$ cat src/rtl/adc_rd_pkg.sv
// Shared definitions for the two-wire converter reader.
// Assumes nothing beyond a synthesizable enum encoding.
package adc_rd_pkg;
    typedef enum logic [2:0] {
        ST_POR,    // power-up hold, clock kept low
        ST_POLL,   // watching the data line for end of conversion
        ST_HI,     // clock high phase, capture at its end
        ST_LO,     // clock low phase
        ST_ABORT   // select raised to drop the read
    } rd_state_e;
endpackage

$ cat src/rtl/adc_rd_sync.sv
// Multi-stage synchronizer for a single asynchronous input.
// Assumes STAGES >= 2; reset value is the idle level of the line.
module adc_rd_sync #(
    parameter int   STAGES  = 2,
    parameter logic RST_VAL = 1'b1
) (
    input  logic clk,
    input  logic rst_n,
    input  logic d_i,
    output logic q_o
);
    logic [STAGES-1:0] chain_q;

    // Shift the raw input through the flop chain.
    always_ff @(posedge clk) begin
        if (!rst_n) chain_q <= {STAGES{RST_VAL}};
        else        chain_q <= {chain_q[STAGES-2:0], d_i};
    end

    assign q_o = chain_q[STAGES-1];
endmodule

$ cat src/rtl/adc_rd_frame.sv
// Frame capture: counts captured bits and steers each bit into the field
// it belongs to by its position, MSB first. Fields are copied to the
// held outputs on commit, with a one-cycle valid.
// Assumes sample_i pulses at most FRAME_BITS times between clear_i.
module adc_rd_frame #(
    parameter int FRAME_BITS = 32,
    parameter int DATA_W     = 24,
    parameter int DATA_LSB   = 4
) (
    input  logic              clk,
    input  logic              rst_n,
    input  logic              clear_i,
    input  logic              sample_i,
    input  logic              bit_i,
    input  logic              commit_i,
    output logic              full_o,
    output logic [DATA_W-1:0] data_o,
    output logic              flag_o,
    output logic              err_o,
    output logic              valid_o
);
    localparam int CNT_W    = $clog2(FRAME_BITS + 1);
    localparam int DATA_MSB = DATA_LSB + DATA_W - 1;
    localparam int FLAG_POS = DATA_MSB + 1;
    localparam int ERR_POS  = FRAME_BITS - 1;

    logic [CNT_W-1:0]  cnt_q;
    logic [DATA_W-1:0] data_q;
    logic              flag_q;
    logic              err_q;
    int                pos;

    // Position in the frame of the bit being captured now.
    always_comb pos = ERR_POS - int'(cnt_q);

    assign full_o = (cnt_q == CNT_W'(FRAME_BITS));

    // Count captured bits and steer each one into its field.
    always_ff @(posedge clk) begin
        if (!rst_n || clear_i) begin
            cnt_q  <= '0;
            data_q <= '0;
            flag_q <= 1'b0;
            err_q  <= 1'b0;
        end else if (sample_i) begin
            cnt_q <= cnt_q + 1'b1;
            if (pos == ERR_POS)  err_q  <= bit_i;
            if (pos == FLAG_POS) flag_q <= bit_i;
            if (pos <= DATA_MSB && pos >= DATA_LSB)
                data_q <= {data_q[DATA_W-2:0], bit_i};
        end
    end

    // Publish the fields of a completed frame and strobe valid.
    always_ff @(posedge clk) begin
        if (!rst_n) begin
            data_o  <= '0;
            flag_o  <= 1'b0;
            err_o   <= 1'b0;
            valid_o <= 1'b0;
        end else begin
            valid_o <= commit_i;
            if (commit_i) begin
                data_o <= data_q;
                flag_o <= flag_q;
                err_o  <= err_q;
            end
        end
    end

    // the controller never asks for more bits than a frame holds.
    a_r4_no_overflow: assert property (@(posedge clk) disable iff (!rst_n)
        sample_i |-> !full_o);
    // a frame is committed only when all of its bits are in.
    a_r6_commit_full: assert property (@(posedge clk) disable iff (!rst_n)
        commit_i |-> full_o);
endmodule

$ cat src/rtl/adc_link_reader.sv
// Host-side reader for a converter with its select tied low: holds the
// clock low through the converter's power-up, polls the data line for
// end of conversion, clocks out a 32-bit frame and publishes the result.
// Assumes HALF_PER >= 3 so the synchronized data settles within a phase.
module adc_link_reader #(
    parameter int HALF_PER    = 4,
    parameter int POR_CYC     = 100000,
    parameter int TIMEOUT_CYC = 40000000,
    parameter int FRAME_BITS  = 32,
    parameter int DATA_W      = 24,
    parameter int DATA_LSB    = 4
) (
    input  logic              clk,
    input  logic              rst_n,
    input  logic              sdo_i,
    input  logic              stop_req_i,
    output logic              sck_o,
    output logic              cs_o,
    output logic [DATA_W-1:0] result_o,
    output logic              flag_o,
    output logic              err_o,
    output logic              valid_o,
    output logic              timeout_o
);
    import adc_rd_pkg::*;

    localparam int LONG_MAX  = (POR_CYC > TIMEOUT_CYC) ? POR_CYC : TIMEOUT_CYC;
    localparam int TICK_MAX  = (LONG_MAX > 2 * HALF_PER) ? LONG_MAX : 2 * HALF_PER;
    localparam int TW        = $clog2(TICK_MAX + 1);

    rd_state_e     state_q;
    logic [TW-1:0] tick_q;
    logic          sdo_s;
    logic          in_frame;
    logic          phase_end;
    logic          sample;
    logic          start;
    logic          commit;
    logic          frame_full;

    adc_rd_sync #(.STAGES(2), .RST_VAL(1'b1)) sync_i (
        .clk   (clk),
        .rst_n (rst_n),
        .d_i   (sdo_i),
        .q_o   (sdo_s)
    );

    // Decode the strobes the frame capture needs.
    always_comb begin
        in_frame  = (state_q == ST_HI) || (state_q == ST_LO);
        phase_end = (tick_q == TW'(HALF_PER - 1));
        start     = (state_q == ST_POLL) && !sdo_s;
        sample    = (state_q == ST_HI) && phase_end && !stop_req_i;
        commit    = (state_q == ST_LO) && phase_end && !stop_req_i && frame_full;
    end

    adc_rd_frame #(
        .FRAME_BITS (FRAME_BITS),
        .DATA_W     (DATA_W),
        .DATA_LSB   (DATA_LSB)
    ) frame_i (
        .clk      (clk),
        .rst_n    (rst_n),
        .clear_i  (start),
        .sample_i (sample),
        .bit_i    (sdo_s),
        .commit_i (commit),
        .full_o   (frame_full),
        .data_o   (result_o),
        .flag_o   (flag_o),
        .err_o    (err_o),
        .valid_o  (valid_o)
    );

    // Sequence power-up hold, polling, clock phases and abort.
    always_ff @(posedge clk) begin
        if (!rst_n) begin
            state_q   <= ST_POR;
            tick_q    <= '0;
            sck_o     <= 1'b0;
            cs_o      <= 1'b0;
            timeout_o <= 1'b0;
        end else begin
            unique case (state_q)
                ST_POR: begin
                    if (tick_q == TW'(POR_CYC - 1)) begin
                        state_q <= ST_POLL;
                        tick_q  <= '0;
                    end else begin
                        tick_q <= tick_q + 1'b1;
                    end
                end
                ST_POLL: begin
                    if (!sdo_s) begin
                        state_q   <= ST_HI;
                        sck_o     <= 1'b1;
                        tick_q    <= '0;
                        timeout_o <= 1'b0;
                    end else if (tick_q == TW'(TIMEOUT_CYC - 1)) begin
                        timeout_o <= 1'b1;
                    end else begin
                        tick_q <= tick_q + 1'b1;
                    end
                end
                ST_HI, ST_LO: begin
                    if (stop_req_i) begin
                        state_q <= ST_ABORT;
                        sck_o   <= 1'b0;
                        cs_o    <= 1'b1;
                        tick_q  <= '0;
                    end else if (!phase_end) begin
                        tick_q <= tick_q + 1'b1;
                    end else if (state_q == ST_HI) begin
                        state_q <= ST_LO;
                        sck_o   <= 1'b0;
                        tick_q  <= '0;
                    end else if (frame_full) begin
                        state_q <= ST_POLL;
                        tick_q  <= '0;
                    end else begin
                        state_q <= ST_HI;
                        sck_o   <= 1'b1;
                        tick_q  <= '0;
                    end
                end
                ST_ABORT: begin
                    if (tick_q == TW'(2 * HALF_PER - 1)) begin
                        state_q <= ST_POLL;
                        cs_o    <= 1'b0;
                        tick_q  <= '0;
                    end else begin
                        tick_q <= tick_q + 1'b1;
                    end
                end
                default: state_q <= ST_POLL;
            endcase
        end
    end

    // Cycles since reset, saturating at POR_CYC; used only by the checks.
    logic [TW-1:0] since_rst_q;
    always_ff @(posedge clk) begin
        if (!rst_n)                                since_rst_q <= '0;
        else if (since_rst_q != TW'(POR_CYC))      since_rst_q <= since_rst_q + 1'b1;
    end

    // no clock pulse inside the power-up window.
    a_r2_por_sck_low: assert property (@(posedge clk) disable iff (!rst_n)
        (since_rst_q < TW'(POR_CYC)) |-> !sck_o);
    // a rising clock edge is held high for the next cycle too.
    a_r4_sck_high_hold: assert property (@(posedge clk) disable iff (!rst_n)
        $rose(sck_o) |=> sck_o);
    // valid is a single-cycle strobe, issued with the clock low.
    a_r6_valid_pulse: assert property (@(posedge clk) disable iff (!rst_n)
        valid_o |=> !valid_o);
    a_r6_valid_sck_low: assert property (@(posedge clk) disable iff (!rst_n)
        valid_o |-> (!sck_o && !cs_o));
    // select and clock are never high together.
    a_r9_cs_sck_excl: assert property (@(posedge clk) disable iff (!rst_n)
        cs_o |-> !sck_o);
    // a stop request outside a frame leaves select low.
    a_r10_stop_ignored: assert property (@(posedge clk) disable iff (!rst_n)
        (stop_req_i && !in_frame && !cs_o) |=> !cs_o);
    // the busy flag only stands while no clock is running.
    a_r8_timeout_idle: assert property (@(posedge clk) disable iff (!rst_n)
        timeout_o |-> !sck_o);
endmodule

$ cat config.mk
export PLATFORM = sky130hd
export DESIGN_NAME = adc_link_reader
export DESIGN_NICKNAME = d
export VERILOG_FILES = /design/src/rtl/adc_rd_pkg.sv /design/src/rtl/adc_rd_sync.sv /design/src/rtl/adc_rd_frame.sv /design/src/rtl/adc_link_reader.sv
export SDC_FILE = /design/constraint.sdc
export NUM_CORES = 1
export LEC_CHECK = 0
export CAP_MARGIN = 10
export CORE_UTILIZATION = 50
export DETAILED_ROUTE_END_ITERATION = 6
export DONT_BUFFER_PORTS = 1
export PLACE_DENSITY = 0.68
export SLEW_MARGIN = 5
export SYNTH_ARGS = -nofsm -noshare
export SYNTH_HDL_FRONTEND = slang
export SYNTH_SLANG_ARGS = --single-unit
$ cat constraint.sdc
create_clock -name clk -period 2.35 [get_ports clk]
set_input_delay 0.235 -clock clk [delete_from_list [all_inputs] [get_ports clk]]
set_output_delay 0.235 -clock clk [all_outputs]
set_load 0.01 [all_outputs]
Word-level counts from Yosys, hierarchy flattened. Index checks and enable logic that the tools add are counted.

Bits in registers: 93. Logic and storage cells: 88. Input port bits: 4.

Multiplexer cells: 26. $lt $le $gt $ge: 2. Reductions and logical operators: 24. Add/sub/neg operators: 3. Equal/unequal tests: 19.

Operators with widths (count): 26-bit 2-to-1 mux (6); 26-bit case mux with 4 select lines (1); 32-bit by 6-bit == test with 1-bit output (second input constant) (2); 32-bit by 4-bit greater-or-equal comparator with 1-bit output (second input constant) (1); 32-bit by 6-bit <= comparator with 1-bit output (second input constant) (1); 26-bit by 1-bit adder with 26-bit output (second input constant) (1); 26-bit by 17-bit == test with 1-bit output (second input constant) (1); 26-bit by 2-bit == test with 1-bit output (second input constant) (1); 26-bit == test (second input constant) (1); 26-bit by 3-bit == test with 1-bit output (second input constant) (1); 3-bit 2-to-1 mux (5); 3-bit case mux with 4 select lines (1); 2-bit != test (second input constant) (5); 2-bit AND reduction (5); 1-bit 2-to-1 mux (9); 4-bit AND reduction (2); 1-bit logical AND (7); 5-bit by 6-bit subtractor with 7-bit output (first input constant) (1); 6-bit by 1-bit adder with 6-bit output (second input constant) (1); 3-bit by 2-bit == test with 1-bit output (second input constant) (2); 6-bit == test (second input constant) (1); 3-bit != test (second input constant) (2); 2-bit 2-to-1 mux (2); 4-bit != test (second input constant) (1); other kinds (10) (14).

Depth between registers and ports, before layout. Gate-level depths: netlist (run 1).

Depth after elaboration: 6. Mapped depth: 9. Depth with buffers taken out: 7.

By module. Synthesis (run 1) repeated with hierarchy kept, for this count alone.

Cell total of the unflattened synthesis: 458. Area total of the unflattened synthesis: 4324.1 sq um.

By module, submodules not included: adc_rd_frame (seq. area each 1181.1 sq um, area each 2269.7 sq um, times used 1, cells each 208); adc_link_reader (seq. area each 640.6 sq um, area each 2001.9 sq um, times used 1, cells each 246); adc_rd_sync (seq. area each 40.0 sq um, area each 52.6 sq um, times used 1, cells each 4).

Worst setup path after synthesis (run 1). No wires, ideal clock.

Path type: register to register. From: register tick_q[0]. To: register tick_q[2]. Setup time: 132 ps. Data arrival time: 2122 ps. Stages on the path, launching flop included: 9. Clock period less this slack: 2254 ps. Buffers on the path: 1. Path slack: 96 ps. Path through: dfxtp_1 -> ha_1 -> nand3_1 -> or3_1 -> o41ai_4 -> buf_2 -> nor2_1 -> o21ai_0 -> a21oi_1.

Word-level cells in the longest chain between the ends: 4. Elaborated cells on any way between the ends: 14. Those cells by class: add/sub: 1; eq/ne: 5; mux: 7; reduce/logical: 1.

Ends and longest elaborated chain: from (decl) (line adc_link_reader.sv:32) `logic [TW-1:0] tick_q;`; from (signal assigned) (line adc_link_reader.sv:90) `tick_q <= tick_q + 1'b1;`; from (signal assigned) (line adc_link_reader.sv:102) `tick_q <= tick_q + 1'b1;`; from (signal assigned) (line adc_link_reader.sv:112) `tick_q <= tick_q + 1'b1;`; 26-bit by 1-bit adder with 26-bit output or 26-bit by 2-bit == test with 1-bit output (tied branches); 26-bit 2-to-1 mux, on equally long branches (line adc_link_reader.sv:111, adc_link_reader.sv:99); 26-bit 2-to-1 mux, on equally long branches (line adc_link_reader.sv:106, adc_link_reader.sv:94); 26-bit case mux with 4 select lines (line adc_link_reader.sv:84) `unique case (state_q)`.

Parallel ways exist; a longest one is shown, timed or not. The select of a mux whose other input is x is not followed. A chain may end at the register's enable or synchronous reset.

Final worst setup path (run 1).
From: register tick_q[17]. To: register tick_q[19].

The elaborated chain is that of the path after synthesis.

==> results of run 1 <==
## synth_stat cells, drive strengths merged, types with 7 or more instances
master and instances:
and3 8, nand3 28, o21ai 14, clkbuf 16, mux2i 27, buf 12, inv 8, a31oi 7
dfxtp 93, nor4 10, a21oi 36, nand4 12, nand2 87, nor3 18, xor2 13, nor2 59
## stage by stage
| stage | instance area (um^2) | std cells | setup TNS (ns) |
|---|---|---|---|
| after floorplan | 4040 | 491 | 0 |
| after global placement | 4212 | 583 | 0 |
| after detailed placement | 4212 | 583 | 0 |
| after CTS | 4431 | 601 | 0 |
| after global routing | 4546 | 606 | -0.01846 |
| final | 4546 | 606 | 0 |
## cells by family (layout without fill, tap and decap cells)
family,after synthesis,count (layout),share of synthesized area [%]
xor+xnor,17,17,3.685
flops,93,93,46.08
buf+inv,36,49,3.933
compound gates,70,70,10.34
mux,27,27,6.689
simple gates,245,245,28.34
fa+ha+maj,3,3,0.9292
## area by class of cell
type | count | area share, %
clock buffer | 9 | 2.725
clock inverter | 7 | 1.652
inverter | 8 | 0.6606
multi-input combinational | 362 | 45.36
sequential | 93 | 40.99
tap | 102 | 2.808
timing repair buffer | 25 | 5.808
## timing repair
item                                    4_1_cts  5_1_grt
hold buffers                                  2        0
endpoints found under the setup margin        0       35
hold endpoints to repair                      3        0
resized for setup                             0       13
setup buffers                                 0        3
## where the power goes
group	leakage (nW)	internal [mW]	switching (mW)	total [mW]
Sequential	0.750	1.58	0.00901	1.59
Clock	0.0985	0.421	0.633	1.05
Combinational	0.921	0.0206	0.0367	0.0572
Total	1.77	2.02	0.679	2.70
## layer usage
metal / up-vias / part of all wire [%] / GRT usage [%]
met2: 76 / 48 / 33.83
met5: - / 0 / 0
met1: 1578 / 47 / 26.91
met4: 0 / 1.5 / 9.505
li1: 1707 / - / -
met3: 12 / 3.5 / 3.814
## worst max-delay path: stages (launching register included)
cell and delay (ns):
sky130_fd_sc_hd__dfxtp_1 0.32, sky130_fd_sc_hd__or4_1 0.51, sky130_fd_sc_hd__or4_4 0.55, sky130_fd_sc_hd__o22ai_2 0.12, sky130_fd_sc_hd__nand4_1 0.12, sky130_fd_sc_hd__buf_4 0.18
sky130_fd_sc_hd__o21ai_4 0.16, sky130_fd_sc_hd__buf_12 0.14, sky130_fd_sc_hd__nor2_1 0.05
## sequential cells by signal (all words and copies together), names as in the netlist
signal and cells:
frame_i.valid_o 1, frame_i.flag_o 1, frame_i.cnt_q 6, timeout_o 1, frame_i.data_o 24, cs_o 1, state_q 3, frame_i.err_q 1
sync_i.chain_q 2, frame_i.err_o 1, sck_o 1, tick_q 26, frame_i.flag_q 1, frame_i.data_q 24
## how the worst max path moves through the flow
stage / from / endpoint / slack (ns) / depth (start not counted)
CTS: tick_q[17] / tick_q[15] / 0.005 / 6
finish: tick_q[17] / tick_q[19] / 0.09 / 8
detailed placement: tick_q[17] / tick_q[19] / 0.02 / 6
global placement: tick_q[17] / tick_q[21] / 0.07 / 6
global route: state_q[1] / frame_i.data_q[5] / -0.008 / 8
floorplan: tick_q[0] / tick_q[2] / 0.1 / 8
==> impl_metrics.csv, run 1 <==
group,metric,value,unit
status,outcome,"finished, final reports clean",
clock_network,clock_sink_count,93,
setup_path,worstReg2RegStart,"tick_q[17]",
sta,fin_clk_skew,0.01702,ns
clock_network,worstSkewPairLatency,0.37,ns
synthesis,post_synth.cell_area_avg,8.228,um^2
place,place_congestion,0.8692,
clock_network,ctsRootBufferMaster,"sky130_fd_sc_hd__clkbuf_8",
sta,period_share,96.20,%
synthesis,syn-num-nets,498,
synthesis,synth_async_sr_flop_share,0,%
finish,post-route-util,58.52,%
floorplan,initial_core_utilization,52.01,%
synthesis,yosys.area.top_type,"sky130_fd_sc_hd__dfxtp_1",
detailed_routing,viasPerCell,5.566,
finish,diodes,0,
worst_hold_path,hold_path_end,"state_q[2]",
setup_path,cp.required,2.61,ns
synthesis,seq_area_frac_synth,46.08,%
setup_path,timing.critical_path.arrival,2.52,ns
detailed_routing,route.vias.total,3373,
sta,hold_viol,0,
setup_path,critical_path_start_end_classification,"reg2reg",
synthesis,synth-edff-count,0,
place,portBuffers,0,
clock_network,cts_inserted_buffers,9,
synthesis,postSynthRegisterBits,93,
floorplan,die_h,91.89,um
floorplan,placementRows,32,
global_route,global_route.usage.total,20.86,%
detailed_routing,iteration_0_drc_markers,175,
setup_path,worst-r2r-cell-count,8,
detailed_routing,drt-pass1-iter-count,4,
synthesis,mappedNetlistArea,0.004040,mm^2
synthesis,yosysUniqueCellTypes,44,
detailed_routing,drt_drc_violations_left,0,
finish,multi_input_area,0.002062,mm^2
finish,seqCellArea,0.001863,mm^2
power_and_ir_drop,total_power,2.701,mW
synthesis,yosys_warnings,0,
sta,slew_viol_final,0,
synthesis,syn_inst,491,
place,dp_worst_setup_slack,0.02352,ns
sta,tightestPinTransition,0.6014,ns
detailed_routing,antenna_violating_nets_post_route,0,
clock_network,clkSlewWorstSetupHoldPaths,0.10,ns
synthesis,synth-main-ff-cell,"sky130_fd_sc_hd__dfxtp_1",
clock_network,tritoncts,"done",
global_route,grt_pass1_vias,3128,
sta,max-slew-margin-rel,59.53,%
clock_network,htreeDepth,3,
worst_hold_path,min-delay-start,"stop_req_i",
synthesis,post_synth_main_area_contributors,"sky130_fd_sc_hd__dfxtp_1, sky130_fd_sc_hd__nand2_1, sky130_fd_sc_hd__mux2i_1, sky130_fd_sc_hd__nor2_1, sky130_fd_sc_hd__a21oi_1",
global_route,grt_overflow,0,
finish,drive_above_1_share,10.91,%
sta,clock.fmax,442.3,MHz
setup_path,r2r-end,"tick_q[19]",
global_route,grt_first_pass_wirelength,14.31,mm
clock_network,clock_path_buffers,2,
global_route,largest_net_degree_at_the_start_of_global_routing,34,
floorplan,fp.coreArea,0.007767,mm^2
setup_path,worstSetupEndpointType,"flop",
power_and_ir_drop,power.leakage,1.770,nW
finish,layout_common_cells,"sky130_fd_sc_hd__dfxtp_1, sky130_fd_sc_hd__nand2_1, sky130_fd_sc_hd__nor2_1",
finish,finalNetCount,506,
setup_path,critical_path.max_fanout,12,
setup_path,reg2reg_setup_slack,0.09,ns
sta,fin_ws,0.08923,ns
power_and_ir_drop,power.density_cell_area,594.3,mW/mm^2
flow_run,timing.max_cap.violations,0,
global_route,antenna_violations_before_repair,0,
floorplan,die_w,91.89,um
sta,final-setup-viol-count,0,
synthesis,synth_top_area_share,46.08,%
floorplan,fp.dieArea,0.008444,mm^2
detailed_routing,routed_wl,8.732,mm
worst_hold_path,path_category_of_the_worst_min_delay_check,"in2reg",
setup_path,timing.critical_path.from_type,"flop",
sta,layout_min_cycle_time,2.261,ns
finish,leading_cell_type_in_the_layout_fill_and_taps_excluded,"sky130_fd_sc_hd__dfxtp_1",
place,detailed_place_hpwl,5.732,mm
power_and_ir_drop,vdd.ir_drop.worst,253.2,uV
finish,flow.area_growth_from_synthesis,12.51,%
finish,fill_cells,662,
sta,fin_worst_hold_slack,0.01791,ns
worst_hold_path,min_path_cells,2,
detailed_routing,routedWlPerCell,14.41,um
floorplan,floorplan.io_pins,34,
Note: power is estimated with default switching activity, not from simulation.
==> run 2, diff against run 1 <==
CTS_BUF_LIST = sky130_fd_sc_hd__clkbuf_2 sky130_fd_sc_hd__clkbuf_4 sky130_fd_sc_hd__clkbuf_8   (was unset)
GPL_TIMING_DRIVEN = 0   (was unset)
PLACE_DENSITY = unset   (was 0.68)
clock period = 2.39 ns   (was 2.35 ns; I/O delays follow)
==> impl_metrics.csv, run 2 (same netlist as run 1, synthesis figures left out) <==
group,metric,value,unit
sta,fin_clk_skew,0.01323,ns
setup_path,critical-path-top-cell-by-count,"sky130_fd_sc_hd__or4_4",
clock_network,htreeDepth,3,
clock_network,ctsRootBufferMaster,"sky130_fd_sc_hd__clkbuf_8",
detailed_routing,drt_drc_violations_left,0,
sta,final.setup.tns,0,ns
clock_network,clock_path_buffers,2,
sta,hold_viol,0,
floorplan,initial_core_utilization,52.01,%
detailed_routing,routed_wl,9.170,mm
finish,diodes,0,
power_and_ir_drop,power.density_cell_area,590.8,mW/mm^2
place,dp_worst_setup_slack,-0.2379,ns
floorplan,placementRows,32,
setup_path,crit_path_max_incr_delay,0.52,ns
floorplan,die_h,91.89,um
finish,finalNetCount,516,
global_route,grt_overflow,0,
setup_path,critical_path.max_fanout,6,
sta,period_share,95.70,%
finish,registers_with_the_highest_flip_flop_counts,"tick_q (26), frame_i.data_o (24), frame_i.data_q (24)",
place,post_dp_cell_area,0.004168,mm^2
detailed_routing,routedWlPerCell,14.89,um
sta,slew_viol_final,0,
place,place_congestion,0.8542,
floorplan,fp.dieArea,0.008444,mm^2
clock_network,tritoncts,"done",
floorplan,die_w,91.89,um
worst_hold_path,path_category_of_the_worst_min_delay_check,"in2reg",
sta,fin_ws,0.1027,ns
finish,top_register,"tick_q",
global_route,largest_net_degree_at_the_start_of_global_routing,17,
power_and_ir_drop,vdd.ir_drop.worst,337.0,uV
finish,flow.area_growth_from_synthesis,14.03,%
global_route,global_route.usage.total,22.68,%
floorplan,fp.coreArea,0.007767,mm^2
clock_network,worstSkewPairLatency,0.37,ns
sta,layout_min_cycle_time,2.287,ns
finish,leading_cell_type_in_the_layout_fill_and_taps_excluded,"sky130_fd_sc_hd__dfxtp_1",
setup_path,critical_path_start_end_classification,"reg2reg",
sta,tightestPinTransition,0.6018,ns
place,placed_cells_incl_taps,593,
detailed_routing,route.vias.total,3394,
sta,clock.fmax,437.2,MHz
flow_run,timing.max_cap.violations,0,
detailed_routing,viasPerCell,5.510,
setup_path,timing.critical_path.arrival,2.54,ns
clock_network,clkSlewWorstSetupHoldPaths,0.09,ns
global_route,antenna_violations_before_repair,0,
place,detailed_place_hpwl,6.327,mm
floorplan,floorplan.io_pins,34,
clock_network,cts_inserted_buffers,9,
sta,final-setup-viol-count,0,
setup_path,cp.required,2.65,ns
sta,max-slew-margin-rel,59.51,%
place,portBuffers,0,
finish,largest_register_ffs,26,
setup_path,slowest_stage,"sky130_fd_sc_hd__or4_4",
setup_path,worstSetupEndpointType,"flop",
setup_path,crit_path_cell_trace,"or4_4 > or4_4 > o22ai_2 > nand4_1 > buf_4 > o21ai_4 > buf_6 > nor2_1",
finish,drive_above_1_share,12.84,%
detailed_routing,drt-pass1-iter-count,4,
finish,final_area,0.004607,mm^2
setup_path,timing.critical_path.from_type,"flop",
status,outcome,"finished, final reports clean",
detailed_routing,iteration_0_drc_markers,150,
detailed_routing,antenna_violating_nets_post_route,0,
clock_network,clock_sink_count,93,
power_and_ir_drop,power.leakage,1.792,nW
global_route,grt_first_pass_wirelength,15.32,mm
global_route,grt_pass1_vias,3176,
finish,layout_common_cells,"sky130_fd_sc_hd__dfxtp_1, sky130_fd_sc_hd__nand2_1, sky130_fd_sc_hd__nor2_1",
finish,final_cells,616,
run 2: cell count changes in the layout (fill, tap and decap cells not counted), moves of 2 or more:
cell | before | now
sky130_fd_sc_hd__nor4_4 | 0 | 3
sky130_fd_sc_hd__clkbuf_2 | 0 | 3
sky130_fd_sc_hd__clkbuf_1 | 0 | 11
sky130_fd_sc_hd__nor4_1 | 8 | 5
sky130_fd_sc_hd__buf_2 | 0 | 5
sky130_fd_sc_hd__buf_6 | 1 | 6
sky130_fd_sc_hd__buf_4 | 17 | 8
sky130_fd_sc_hd__o21ai_1 | 3 | 5
sky130_fd_sc_hd__dfxtp_2 | 1 | 3
sky130_fd_sc_hd__dfxtp_1 | 92 | 88
sky130_fd_sc_hd__o21ai_0 | 10 | 8
sky130_fd_sc_hd__buf_12 | 4 | 1
sky130_fd_sc_hd__dfxtp_4 | 0 | 2
sky130_fd_sc_hd__inv_8 | 3 | 1
run 2: area by class of cell:
cell class | count | area, um^2
fillers | 723 | 3161
multi-input cells | 362 | 2135
flip-flops and latches | 93 | 1873
plain buffers | 26 | 152.6
clock buffers | 10 | 131.4
well taps | 102 | 127.6
repair buffers | 9 | 86.33
clock inverters | 6 | 71.32
inverters | 8 | 30.03
run 2: per-layer routing:
metal	global-route usage, %	part of all wire (%)	vias up
li1	-	-	1729
met1	31.69	50	1607
met2	34.95	45	52
met3	3.648	3.3	6
met4	8.854	1.1	0
met5	0	0	-
run 2: timing repair:
item	CTS	global route
pin swaps	3	4
buffers inserted	3	4
cloned	0	1
resized for setup	7	39
endpoints found under the hold margin	1	0
hold buffers	1	0
setup endpoints to repair	62	66
run 2: where the power goes:
part | switching, mW | internal (mW)
clock network | 0.585 | 0.507
registers | 0.00709 | 1.55
logic | 0.0463 | 0.0235
run 2: worst max-delay path, delay by kind of cell, from the launching register on:
kind,cells,cell delay (ns)
AO/OA/AOI/OAI,2,0.30
buffers and inverters,2,0.32
AND/OR/NAND/NOR,4,1.16
flip-flops,1,0.38
run 2: final timing paths:
kind                                        start  slack [ns]           endpoint  cells after the start
worst min register to register  sync_i.chain_q[0]        0.41  sync_i.chain_q[1]                      1
worst min-delay path                   stop_req_i        0.01         state_q[2]                      2
worst max-delay path                   tick_q[17]        0.10         tick_q[18]                      8
worst max register to register         tick_q[17]        0.10         tick_q[18]                      8
run 2: metrics by stage:
step | utilization (%) | hold slack, ns | power, mW
detailed placement | 53.66 | 0.3491 | 1.654
CTS | 57.01 | 0.005249 | 2.737
global placement | 53.66 | 0.3481 | 1.653
global route | 59.31 | 0.01609 | 2.828
finish | 59.31 | 0.01479 | 2.722
floorplan | - | 0.3405 | 1.635
